`src/rtl/ddr_timing_pkg.sv`:
```
package ddr_timing_pkg;

  localparam int OPA_W      = 13;    // widest constant multiplicand (7987)
  localparam int DEN_W      = 10;    // divisor 1000 fits in 10 bits
  localparam int DIVISOR    = 1000;
  localparam int ROUND_UP   = 999;
  localparam int REFI_MUL   = 7987;
  localparam int REFI_SHIFT = 10;
  localparam int TWR_NS     = 15;

  typedef enum logic [1:0] {
    OP_RFC  = 2'd0,
    OP_REFI = 2'd1,
    OP_WR   = 2'd2
  } opSel_e;

  typedef struct packed {
    logic   latchIn;
    logic   clrValid;
    logic   mulEn;
    opSel_e opSel;
    logic   divLoad;
    logic   divStep;
    logic   capRfc;
    logic   capRefi;
    logic   capWr;
  } strobe_t;

  function automatic logic [OPA_W-1:0] refreshNs(input logic [2:0] code);
    logic [OPA_W-1:0] ns;
    case (code)
      3'd1:    ns = OPA_W'(90);
      3'd2:    ns = OPA_W'(110);
      3'd3:    ns = OPA_W'(160);
      3'd4:    ns = OPA_W'(300);
      3'd5:    ns = OPA_W'(350);
      default: ns = OPA_W'(90);
    endcase
    return ns;
  endfunction

endpackage

```
`src/rtl/ddr_timing_ctrl.sv`:
```
module ddr_timing_ctrl
  import ddr_timing_pkg::*;
#(
  parameter int DIV_W = 20
) (
  input  logic    clk,
  input  logic    rstN,
  input  logic    start,
  output strobe_t stb
);

  localparam int CNT_W = $clog2(DIV_W);
  localparam logic [CNT_W-1:0] LAST_STEP = CNT_W'(DIV_W - 1);

  typedef enum logic [3:0] {
    S_IDLE, S_MUL_RFC, S_LD_RFC, S_DIV_RFC, S_CAP_RFC,
    S_MUL_REFI, S_CAP_REFI, S_MUL_WR, S_LD_WR, S_DIV_WR, S_CAP_WR
  } state_e;

  state_e state, stateNext;
  logic [CNT_W-1:0] stepCnt;

  always_comb begin
    stateNext = state;
    stb = '0;
    stb.opSel = OP_RFC;
    if (start) begin
      stb.latchIn  = 1'b1;
      stb.clrValid = 1'b1;
      stateNext    = S_MUL_RFC;
    end else begin
      case (state)
        S_IDLE: stateNext = S_IDLE;
        S_MUL_RFC: begin
          stb.mulEn = 1'b1;
          stb.opSel = OP_RFC;
          stateNext = S_LD_RFC;
        end
        S_LD_RFC: begin
          stb.divLoad = 1'b1;
          stateNext   = S_DIV_RFC;
        end
        S_DIV_RFC: begin
          stb.divStep = 1'b1;
          if (stepCnt == LAST_STEP) stateNext = S_CAP_RFC;
        end
        S_CAP_RFC: begin
          stb.capRfc = 1'b1;
          stateNext  = S_MUL_REFI;
        end
        S_MUL_REFI: begin
          stb.mulEn = 1'b1;
          stb.opSel = OP_REFI;
          stateNext = S_CAP_REFI;
        end
        S_CAP_REFI: begin
          stb.capRefi = 1'b1;
          stateNext   = S_MUL_WR;
        end
        S_MUL_WR: begin
          stb.mulEn = 1'b1;
          stb.opSel = OP_WR;
          stateNext = S_LD_WR;
        end
        S_LD_WR: begin
          stb.divLoad = 1'b1;
          stateNext   = S_DIV_WR;
        end
        S_DIV_WR: begin
          stb.divStep = 1'b1;
          if (stepCnt == LAST_STEP) stateNext = S_CAP_WR;
        end
        S_CAP_WR: begin
          stb.capWr = 1'b1;
          stateNext = S_IDLE;
        end
        default: stateNext = S_IDLE;
      endcase
    end
  end

  always_ff @(posedge clk or negedge rstN) begin
    if (!rstN) begin
      state   <= S_IDLE;
      stepCnt <= '0;
    end else begin
      state <= stateNext;
      if (stb.divLoad || start) stepCnt <= '0;
      else if (stb.divStep)     stepCnt <= stepCnt + CNT_W'(1);
    end
  end

endmodule

```
`src/rtl/ddr_timing_dp.sv`:
```
module ddr_timing_dp
  import ddr_timing_pkg::*;
#(
  parameter int CLK_W   = 10,
  parameter int TRFC_W  = 9,
  parameter int TREFI_W = 13,
  parameter int DIV_W   = 20
) (
  input  logic               clk,
  input  logic               rstN,
  input  strobe_t            stb,
  input  logic [CLK_W-1:0]   clkMhz,
  input  logic [2:0]         density,
  output logic [TRFC_W-1:0]  trfcCk,
  output logic [TREFI_W-1:0] trefiCk,
  output logic [2:0]         wrCode,
  output logic               valid
);

  localparam int PROD_W = CLK_W + OPA_W;
  localparam logic [DEN_W:0] DIVISOR_V = (DEN_W+1)'(DIVISOR);

  logic [CLK_W-1:0]  clkReg;
  logic [2:0]        densReg;
  logic [OPA_W-1:0]  opA;
  logic [PROD_W-1:0] prodReg;
  logic [DEN_W-1:0]  remReg;
  logic [DIV_W-1:0]  quoReg;
  logic [DEN_W:0]    trial;
  logic              trialFits;
  logic [2:0]        wrNext;

  // shared multiplicand select
  always_comb begin
    case (stb.opSel)
      OP_REFI: opA = OPA_W'(REFI_MUL);
      OP_WR:   opA = OPA_W'(TWR_NS);
      default: opA = refreshNs(densReg);
    endcase
  end

  // restoring divide-by-1000 step, quotient shifts in behind the dividend
  assign trial     = {remReg, quoReg[DIV_W-1]};
  assign trialFits = (trial >= DIVISOR_V);

  // write-recovery encoding from the divided clock count
  always_comb begin
    if (quoReg < DIV_W'(5))       wrNext = 3'd1;
    else if (quoReg <= DIV_W'(8)) wrNext = 3'(quoReg - DIV_W'(4));
    else if (quoReg <= DIV_W'(10)) wrNext = 3'd5;
    else                           wrNext = 3'd6;
  end

  always_ff @(posedge clk or negedge rstN) begin
    if (!rstN) begin
      clkReg  <= '0;
      densReg <= '0;
      prodReg <= '0;
      remReg  <= '0;
      quoReg  <= '0;
      trfcCk  <= '0;
      trefiCk <= '0;
      wrCode  <= '0;
      valid   <= 1'b0;
    end else begin
      if (stb.latchIn) begin
        clkReg  <= clkMhz;
        densReg <= density;
      end
      if (stb.mulEn)
        prodReg <= PROD_W'(opA) * PROD_W'(clkReg);
      if (stb.divLoad) begin
        remReg <= '0;
        quoReg <= DIV_W'(prodReg) + DIV_W'(ROUND_UP);
      end else if (stb.divStep) begin
        if (trialFits) begin
          remReg <= DEN_W'(trial - DIVISOR_V);
          quoReg <= {quoReg[DIV_W-2:0], 1'b1};
        end else begin
          remReg <= trial[DEN_W-1:0];
          quoReg <= {quoReg[DIV_W-2:0], 1'b0};
        end
      end
      if (stb.capRfc)  trfcCk  <= quoReg[TRFC_W-1:0];
      if (stb.capRefi) trefiCk <= TREFI_W'(prodReg >> REFI_SHIFT);
      if (stb.capWr)   wrCode  <= wrNext;
      if (stb.clrValid)   valid <= 1'b0;
      else if (stb.capWr) valid <= 1'b1;
    end
  end

endmodule

```
`src/rtl/ddr_timing_calc.sv`:
```
module ddr_timing_calc
  import ddr_timing_pkg::*;
#(
  parameter int CLK_W   = 10,
  parameter int TRFC_W  = 9,
  parameter int TREFI_W = 13,
  parameter int DIV_W   = 20
) (
  input  logic               clk,
  input  logic               rstN,
  input  logic               start,
  input  logic [CLK_W-1:0]   clkMhz,
  input  logic [2:0]         density,
  output logic [TRFC_W-1:0]  trfcCk,
  output logic [TREFI_W-1:0] trefiCk,
  output logic [2:0]         wrCode,
  output logic               valid
);

  strobe_t stb;

  ddr_timing_ctrl #(.DIV_W(DIV_W)) u_ctrl (
    .clk   (clk),
    .rstN  (rstN),
    .start (start),
    .stb   (stb)
  );

  ddr_timing_dp #(
    .CLK_W   (CLK_W),
    .TRFC_W  (TRFC_W),
    .TREFI_W (TREFI_W),
    .DIV_W   (DIV_W)
  ) u_dp (
    .clk     (clk),
    .rstN    (rstN),
    .stb     (stb),
    .clkMhz  (clkMhz),
    .density (density),
    .trfcCk  (trfcCk),
    .trefiCk (trefiCk),
    .wrCode  (wrCode),
    .valid   (valid)
  );

endmodule

```
`config.mk`:
```
export PLATFORM = sky130hd
export DESIGN_NAME = ddr_timing_calc
export DESIGN_NICKNAME = d
export VERILOG_FILES = /design/src/rtl/ddr_timing_pkg.sv /design/src/rtl/ddr_timing_ctrl.sv /design/src/rtl/ddr_timing_dp.sv /design/src/rtl/ddr_timing_calc.sv
export SDC_FILE = /design/constraint.sdc
export NUM_CORES = 1
export LEC_CHECK = 0
export BUFFER_PORTS_ARGS = -buffer_cell sky130_fd_sc_hd__buf_2
export CORE_MARGIN = 2
export CORE_UTILIZATION = 55
export DETAILED_ROUTE_END_ITERATION = 8
export HOLD_SLACK_MARGIN = 0.02
export PLACE_DENSITY = 0.73
export SETUP_SLACK_MARGIN = 0.4
export SKIP_CTS_REPAIR_TIMING = 1
export SLEW_MARGIN = 0
export SYNTH_ARGS = -nofsm -noshare
export SYNTH_HDL_FRONTEND = slang
export SYNTH_SLANG_ARGS = --single-unit
```
`constraint.sdc`:
```
create_clock -name clk -period 20.2 [get_ports clk]
set_clock_uncertainty 0.2 [all_clocks]
set_input_delay 2.02 -clock clk [delete_from_list [all_inputs] [get_ports clk]]
set_output_delay 2.02 -clock clk [all_outputs]
set_load 0.02 [all_outputs]
```
==> results of run 1 <==
[per-stage QoR]
| stage | total power (uW) | area, um2 | hold slack (ps) | cells |
|---|---|---|---|---|
| after floorplan | 880 | 8910 | 246 | 959 |
| after global placement | 1020 | 9240 | 264 | 1173 |
| after detailed placement | 1040 | 9240 | 271 | 1173 |
| after CTS | 1220 | 9560 | 288 | 1189 |
| after global routing | 1350 | 9560 | 313 | 1189 |
| final | 1210 | 9560 | 281 | 1189 |
[routing by layer]
layer | GRT usage [%] | vias to the layer above | share of wire [%]
li1 | - | 3186 | -
met1 | 29.3 | 3241 | 45
met2 | 36.8 | 91 | 49
met3 | 3.63 | 28 | 2.8
met4 | 7.97 | 0 | 2.5
met5 | 0 | - | 0
[layout by cell type, fill, tap and decap left out, types with 7 or more instances in the layout]
| cell | netlist | layout |
|---|---|---|
| buf_2 | 1 | 40 |
| fa_1 | 83 | 83 |
| a31oi_1 | 7 | 7 |
| clkbuf_16 | 0 | 9 |
| and2_1 | 52 | 52 |
| dfrtp_1 | 101 | 101 |
| mux2_2 | 33 | 33 |
| and3_1 | 14 | 14 |
| a21o_1 | 7 | 7 |
| nor2b_1 | 20 | 20 |
| o21ai_0 | 63 | 63 |
| xnor2_1 | 23 | 23 |
| inv_1 | 111 | 111 |
| a21oi_1 | 37 | 37 |
| nor3_1 | 14 | 14 |
| xor2_1 | 18 | 18 |
| nor2_1 | 48 | 48 |
| ha_1 | 64 | 64 |
| nand2_1 | 109 | 109 |
| nand3_1 | 20 | 20 |
| nand2b_1 | 7 | 7 |
[area by class of cell]
| type | instances | area [um2] |
|---|---|---|
| inverter | 111 | 417 |
| fill | 1390 | 6320 |
| clock inverter | 7 | 97.6 |
| tap | 216 | 270 |
| multi-input combinational | 700 | 5790 |
| sequential | 101 | 2530 |
| timing repair buffer | 45 | 238 |
| clock buffer | 9 | 225 |
[worst paths after layout]
path / start / to / slack [ps]
setup / recovery: start / u_dp.prodReg[22]$_DFFE_PN0P_ / 11030
hold / removal: u_dp.prodReg[20]$_DFFE_PN0P_ / u_dp.prodReg[20]$_DFFE_PN0P_ / 280
setup reg to reg: u_ctrl.state[0]$_DFFE_PN0P_ / u_dp.prodReg[21]$_DFFE_PN0P_ / 12090
hold reg to reg: u_dp.prodReg[20]$_DFFE_PN0P_ / u_dp.prodReg[20]$_DFFE_PN0P_ / 280
max in group asynchronous: rstN / u_dp.clkReg[5]$_DFFE_PN0P_ / 17200
min in group asynchronous: rstN / u_dp.remReg[6]$_DFFE_PN0P_ / 1430
[sequential cells by signal, summed over array words and instances (netlist names)]
register,cells
u_ctrl.stepCnt,5
u_dp.prodReg,23
u_dp.densReg,3
u_dp.clkReg,10
u_dp.trfcCk,9
u_dp.trefiCk,13
u_dp.remReg,10
u_dp.quoReg,20
u_dp.wrCode,3
u_ctrl.state,4
u_dp.valid,1
[worst max-delay path, cell delays in order]
cell and delay (ps):
buf_2 270, nor2_1 320, nand2_1 130, nor3_1 230, ha_1 550, and3_1 420
nor2_1 550, nand2_1 170, fa_1 520, fa_1 510, inv_1 40, ha_1 300
fa_1 540, inv_1 50, fa_1 520, inv_1 40, ha_1 350, a21o_1 250
a221oi_4 370, o31ai_2 180, o2111a_1 270, or4_1 460, a31oi_1 170
[power by group through the flow]
stage,registers (uW),clock network [uW],logic (uW)
4_1_cts,290,186,748
3_3_place_gp,293,0,730
3_5_place_dp,294,0,741
5_1_grt,299,194,856
2_1_floorplan,275,0,605
6_report,291,182,739
[logic make-up (layout without fill, tap and decap cells)]
kind of cell               Yosys count  in the layout  share of synthesized area [%]
and+or+nand+nor                    313            313                           17.4
AOI/OAI and AO/OA                  160            160                           11.1
buffers and inverters              158            172                           6.67
adders and majority gates          147            147                           27.6
DFF                                101            101                           28.4
xor gates and xnor gates            41             41                           4.03
muxes                               39             39                           4.84
==> flow_metrics.py, run 1 <==
metrics = {
    "global_route": {
        "first_global_vias": 6549,
        "gr-total-overflow": 0,
        "grt_max_degree": 63,
        "grt_antenna_before_repair": 0,
        "grt.total_usage_pct": 22.1,
        "grt_pass1_wl_um": 31200,
    },
    "timing": {
        "max_freq_ghz": 0.109,
        "worst_pin_slew_ps": 934,
        "relSlewSlack_pct": 37.5,
        "drv_slew": 0,
        "setup_viol": 0,
        "period_needed_ps": 9170,
        "hold_viol": 0,
        "min_period_over_period_pct": 45.4,
        "rsz0062_at_grt": "false",
        "tns_ps": 0,
        "setup_slack_ps": 11030,
    },
    "clock_network": {
        "cts_tree": "built",
        "clk_latency_ps": 360,
        "cts_max_path_buffers": 2,
        "cts.clk_slew.worst_paths_ps": 80,
        "clock_sinks": 101,
        "cts_root_buffer": "clkbuf_16",
        "cts_made_buffers": 9,
        "htreeDepth": 3,
    },
    "logic_synthesis": {
        "synth_most_common_cell": "inv_1",
        "synth_ff_type": "dfrtp_1",
        "async_reset_ff_share_pct": 100,
        "synth_edf_count": 0,
        "ys_seq_area_share_pct": 28.4,
        "synth_largest_area_cell": "dfrtp_1",
        "synth_common_cells": "inv_1 (111), nand2_1 (109), dfrtp_1 (101), fa_1 (83), ha_1 (64)",
        "synth_area_leaders": "dfrtp_1 (28%), fa_1 (19%), ha_1 (9.0%)",
        "synth.top_cell.area_share_pct": 28.4,
        "ys_ff_latch": 101,
        "synth_area_mm2": 0.00891,
        "syn_inst": 959,
        "avgSynthCellArea_um2": 9.29,
        "synth_cell_types": 59,
        "syn_nets": 1122,
        "yosysWarnings": 0,
    },
    "drt": {
        "wl_per_cell_um": 15.1,
        "first_pass_iters": 4,
        "routed_via_density": 5.51,
        "drt_iter0_drc": 398,
        "route.detailed.drc": 0,
        "ant_nets": 0,
        "vias": 6546,
        "routed_wl_um": 17900,
    },
    "critical_path": {
        "start_kind": "input port",
        "required_ps": 20280,
        "crit_type": "in -> reg",
        "crit_fanout": 26,
        "critPathCaptureType": "flop",
        "arrival_ps": 9260,
        "r2r_cells": 21,
    },
    "outcome": {
        "status": "finished clean",
    },
    "pwr": {
        "power_frac_comb_pct": 60.9,
        "p_seq_share_pct": 24.0,
        "clockPowerShare_pct": 15.1,
        "irDropWorstVdd_mv": 0.132,
        "p_int_uw": 643,
        "switchingPower_uw": 569,
        "swShare_pct": 47.0,
        "power_density_mw_per_mm2": 127,
        "p_leak_uw": 0.00474,
    },
    "floorplan": {
        "die_y_um": 131,
        "fp.dieW_um": 131,
        "placementRows": 46,
        "initial_core_util_pct": 56.1,
        "fp.dieArea_mm2": 0.0172,
        "core_area_mm2": 0.0159,
        "ioPinCount": 42,
    },
    "layout": {
        "nets": 1131,
        "drive_gt1_share_pct": 10.4,
        "diodes": 0,
        "final_core_util_pct": 60.2,
        "areaGrowthSynthToFinish_pct": 7.33,
    },
    "worst_hold_path": {
        "hp-class": "reg -> reg",
        "hold_path_depth": 2,
    },
    "job": {
        "cap_violations": 0,
    },
    "placed_design": {
        "finalWeightedCongestion": 0.856,
        "port_buffers": 41,
        "dp_slack_ps": 10680,
        "hpwl_um": 13700,
    },
}
Power figures use the tool's default switching activity.
==> run 2: changes to the inputs <==
--- a/config.mk
+++ b/config.mk
@@ -5,12 +5,13 @@
 export SDC_FILE = /design/constraint.sdc
 export NUM_CORES = 1
 export LEC_CHECK = 0
+export ABC_AREA = 1
 export BUFFER_PORTS_ARGS = -buffer_cell sky130_fd_sc_hd__buf_2
 export CORE_MARGIN = 2
 export CORE_UTILIZATION = 55
 export DETAILED_ROUTE_END_ITERATION = 8
 export HOLD_SLACK_MARGIN = 0.02
-export PLACE_DENSITY = 0.73
+export PLACE_DENSITY = 0.75
 export SETUP_SLACK_MARGIN = 0.4
 export SKIP_CTS_REPAIR_TIMING = 1
 export SLEW_MARGIN = 0
==> constraint.sdc (replaced) <==
create_clock -name clk -period 7.9 [get_ports clk]
set_clock_uncertainty 0.2 [all_clocks]
set_input_delay 0.79 -clock clk [delete_from_list [all_inputs] [get_ports clk]]
set_output_delay 0.79 -clock clk [all_outputs]
set_load 0.02 [all_outputs]
==> run 2 against run 1 <==
Sequential share of layout area fell by 0.94 points. Critical path type unchanged. Clock power increased to 2.8 times the previous value. Synthesized cell count increased by 27%. Largest cell class unchanged. Core utilization about the same. Via count grew 18%. Sequential cell count did not move. Wire length grew 15%. Highest routed layer unchanged. Final cell count rose by 24%. Critical path depth up 3.
==> flow_metrics.py, run 2 <==
metrics = {
    "layout": {
        "areaGrowthSynthToFinish_pct": 7.84,
        "drive_gt1_share_pct": 6.47,
        "nets": 1410,
        "diodes": 0,
        "multi_input_area_mm2": 0.00566,
        "register_area_mm2": 0.00253,
        "top_regs": "u_dp.prodReg (23), u_dp.quoReg (20), u_dp.trefiCk (13)",
        "layout_commonest_cell": "nand2_1",
        "layout_common_cells": "nand2_1 (321), inv_1 (224), nor2_1 (137)",
        "fillers": 1562,
        "top_register": "u_dp.prodReg",
        "largest_reg_flops": 23,
    },
    "placed_design": {
        "finalWeightedCongestion": 0.955,
        "dp_slack_ps": 494,
        "hpwl_um": 16400,
        "port_buffers": 41,
    },
    "pwr": {
        "power_frac_comb_pct": 62.7,
        "irDropWorstVdd_mv": 0.253,
        "p_int_uw": 1780,
        "swShare_pct": 50.0,
        "total_power_uw": 3560,
        "switchingPower_uw": 1780,
        "p_leak_uw": 0.00555,
        "clockPowerShare_pct": 14.3,
        "power_density_mw_per_mm2": 359,
        "p_seq_share_pct": 23.0,
    },
    "timing": {
        "tns_ps": 0,
        "worst_pin_slew_ps": 1060,
        "setup_viol": 0,
        "max_freq_ghz": 0.145,
        "drv_slew": 0,
        "rsz0062_at_grt": "false",
        "hold_viol": 0,
        "period_needed_ps": 6910,
        "min_period_over_period_pct": 87.5,
        "timing.hold.ws_ps": 212,
        "relSlewSlack_pct": 29.4,
        "setup_slack_ps": 989,
    },
    "logic_synthesis": {
        "synth_area_mm2": 0.00920,
        "ys_seq_area_share_pct": 27.5,
        "synth_most_common_cell": "nand2_1",
        "synth_area_leaders": "dfrtp_1 (27%), fa_1 (18%), nand2_1 (13%)",
        "ys_ff_latch": 101,
        "synth_largest_area_cell": "dfrtp_1",
        "synth.top_cell.area_share_pct": 27.5,
        "async_reset_ff_share_pct": 100,
        "synth_cell_types": 37,
        "synth_edf_count": 0,
        "avgSynthCellArea_um2": 7.58,
        "synth_common_cells": "nand2_1 (321), inv_1 (224), nor2_1 (137), dfrtp_1 (101), fa_1 (83)",
        "synth_ff_type": "dfrtp_1",
        "syn_nets": 1377,
        "yosysWarnings": 0,
        "syn_inst": 1214,
    },
    "drt": {
        "route.detailed.drc": 0,
        "drt_iter0_drc": 539,
        "routed_wl_um": 20600,
        "vias": 7714,
        "routed_via_density": 5.24,
        "wl_per_cell_um": 14.0,
        "ant_nets": 0,
        "first_pass_iters": 5,
    },
    "clock_network": {
        "cts_tree": "built",
        "cts_max_path_buffers": 2,
        "cts_root_buffer": "clkbuf_16",
        "htreeDepth": 3,
        "cts_made_buffers": 9,
        "cts.clk_slew.worst_paths_ps": 80,
        "clock_sinks": 101,
        "clk_latency_ps": 360,
    },
    "floorplan": {
        "die_y_um": 133,
        "placementRows": 47,
        "fp.dieArea_mm2": 0.0178,
        "ioPinCount": 42,
        "core_area_mm2": 0.0165,
        "fp.dieW_um": 133,
        "initial_core_util_pct": 55.9,
    },
    "global_route": {
        "grt.total_usage_pct": 25.3,
        "gr-total-overflow": 0,
        "grt_antenna_before_repair": 0,
        "first_global_vias": 7562,
        "grt_pass1_wl_um": 36200,
        "grt_max_degree": 62,
    },
    "critical_path": {
        "reg2reg_from": "u_ctrl.state[3]$_DFFE_PN0P_",
        "r2r_setup_slack_ps": 1160,
        "crit_type": "in -> reg",
        "required_ps": 7950,
        "critPathCaptureType": "flop",
        "crit_fanout": 29,
        "r2r_cells": 26,
        "start_kind": "input port",
        "arrival_ps": 6960,
        "r2r-end": "u_dp.prodReg[20]$_DFFE_PN0P_",
    },
    "outcome": {
        "status": "finished clean",
    },
    "job": {
        "cap_violations": 0,
    },
    "worst_hold_path": {
        "hp-class": "in -> async",
    },
}
==> run 2: cell count changes after synthesis, sizes merged, moves of 8 or more <==
cell	change
nand3	+48
xnor2	-12
xor2	-11
mux2	-29
clkbuf	-38
nor2b	-20
and3	-13
a21oi	-8
inv	+119
buf	+13
and2	-52
nor2	+90
nand2	+216
==> run 2: worst max-delay path, stage by stage <==
cell	delay, ps
clkbuf_4	300
inv_2	150
nand2_1	120
inv_1	50
ha_1	510
inv_1	220
nor2_1	310
inv_2	150
nand2_2	200
nor2_1	90
fa_1	500
fa_1	520
fa_1	520
fa_1	540
inv_1	50
fa_1	490
inv_1	40
ha_1	360
nand2_1	200
inv_1	60
a21oi_1	220
nand3_1	200
nand2_1	120
nand3_1	70
nand3_1	90
nand2_1	60
==> run 2: power groups by stage <==
stage                     clock (uW)  sequential [uW]  combinational, uW
final                            508              819               2230
after global routing             538              842               2620
after CTS                        513              816               2250
after detailed placement           0              823               2230
after global placement             0              822               2200
after floorplan                    0              835               1690
==> run 2: final cells by class <==
class	instances	area share, %
clock inverters	6	1.03
well taps	220	2.78
multi-input cells	856	57.1
clock buffers	10	2.41
repair buffers	44	2.35
flip-flops and latches	101	25.5
inverters	235	8.89
==> run 2: worst max-delay path by stage <==
stage | start | cells past startpoint | slack [ps] | end
6_report | start | 26 | 990 | u_dp.prodReg[20]$_DFFE_PN0P_
5_1_grt | start | 27 | 490 | u_dp.prodReg[20]$_DFFE_PN0P_
4_1_cts | start | 26 | 880 | u_dp.prodReg[20]$_DFFE_PN0P_
3_5_place_dp | start | 26 | 490 | u_dp.prodReg[20]$_DFFE_PN0P_
3_3_place_gp | start | 24 | 760 | u_dp.prodReg[17]$_DFFE_PN0P_
2_1_floorplan | start | 25 | 1690 | u_dp.prodReg[17]$_DFFE_PN0P_
==> run 2: metrics by stage <==
stage	std cells	utilization, %	cell area (um2)
finish	1472	60.2	9920
global route	1472	60.2	9920
CTS	1472	60.2	9920
detailed placement	1456	58.1	9570
global placement	1456	58.1	9570
floorplan	1214	-	9200
==> run 2: routing by layer <==
| metal | vias up | part of all wire (%) | GRT usage, % |
|---|---|---|---|
| met5 | - | 0 | 0 |
| met4 | 0 | 2.4 | 7.74 |
| met3 | 40 | 4.5 | 4.00 |
| met2 | 188 | 48 | 42.6 |
| met1 | 3680 | 45 | 33.8 |
| li1 | 3806 | - | - |
==> run 2: cell families after synthesis <==
kind of cell	Yosys count	synth area share, %
xor+xnor	18	1.71
compound gates	126	7.60
mux	4	0.490
fa+ha+maj	147	26.8
buf+inv	257	11.0
flops	101	27.5
simple gates	561	24.9
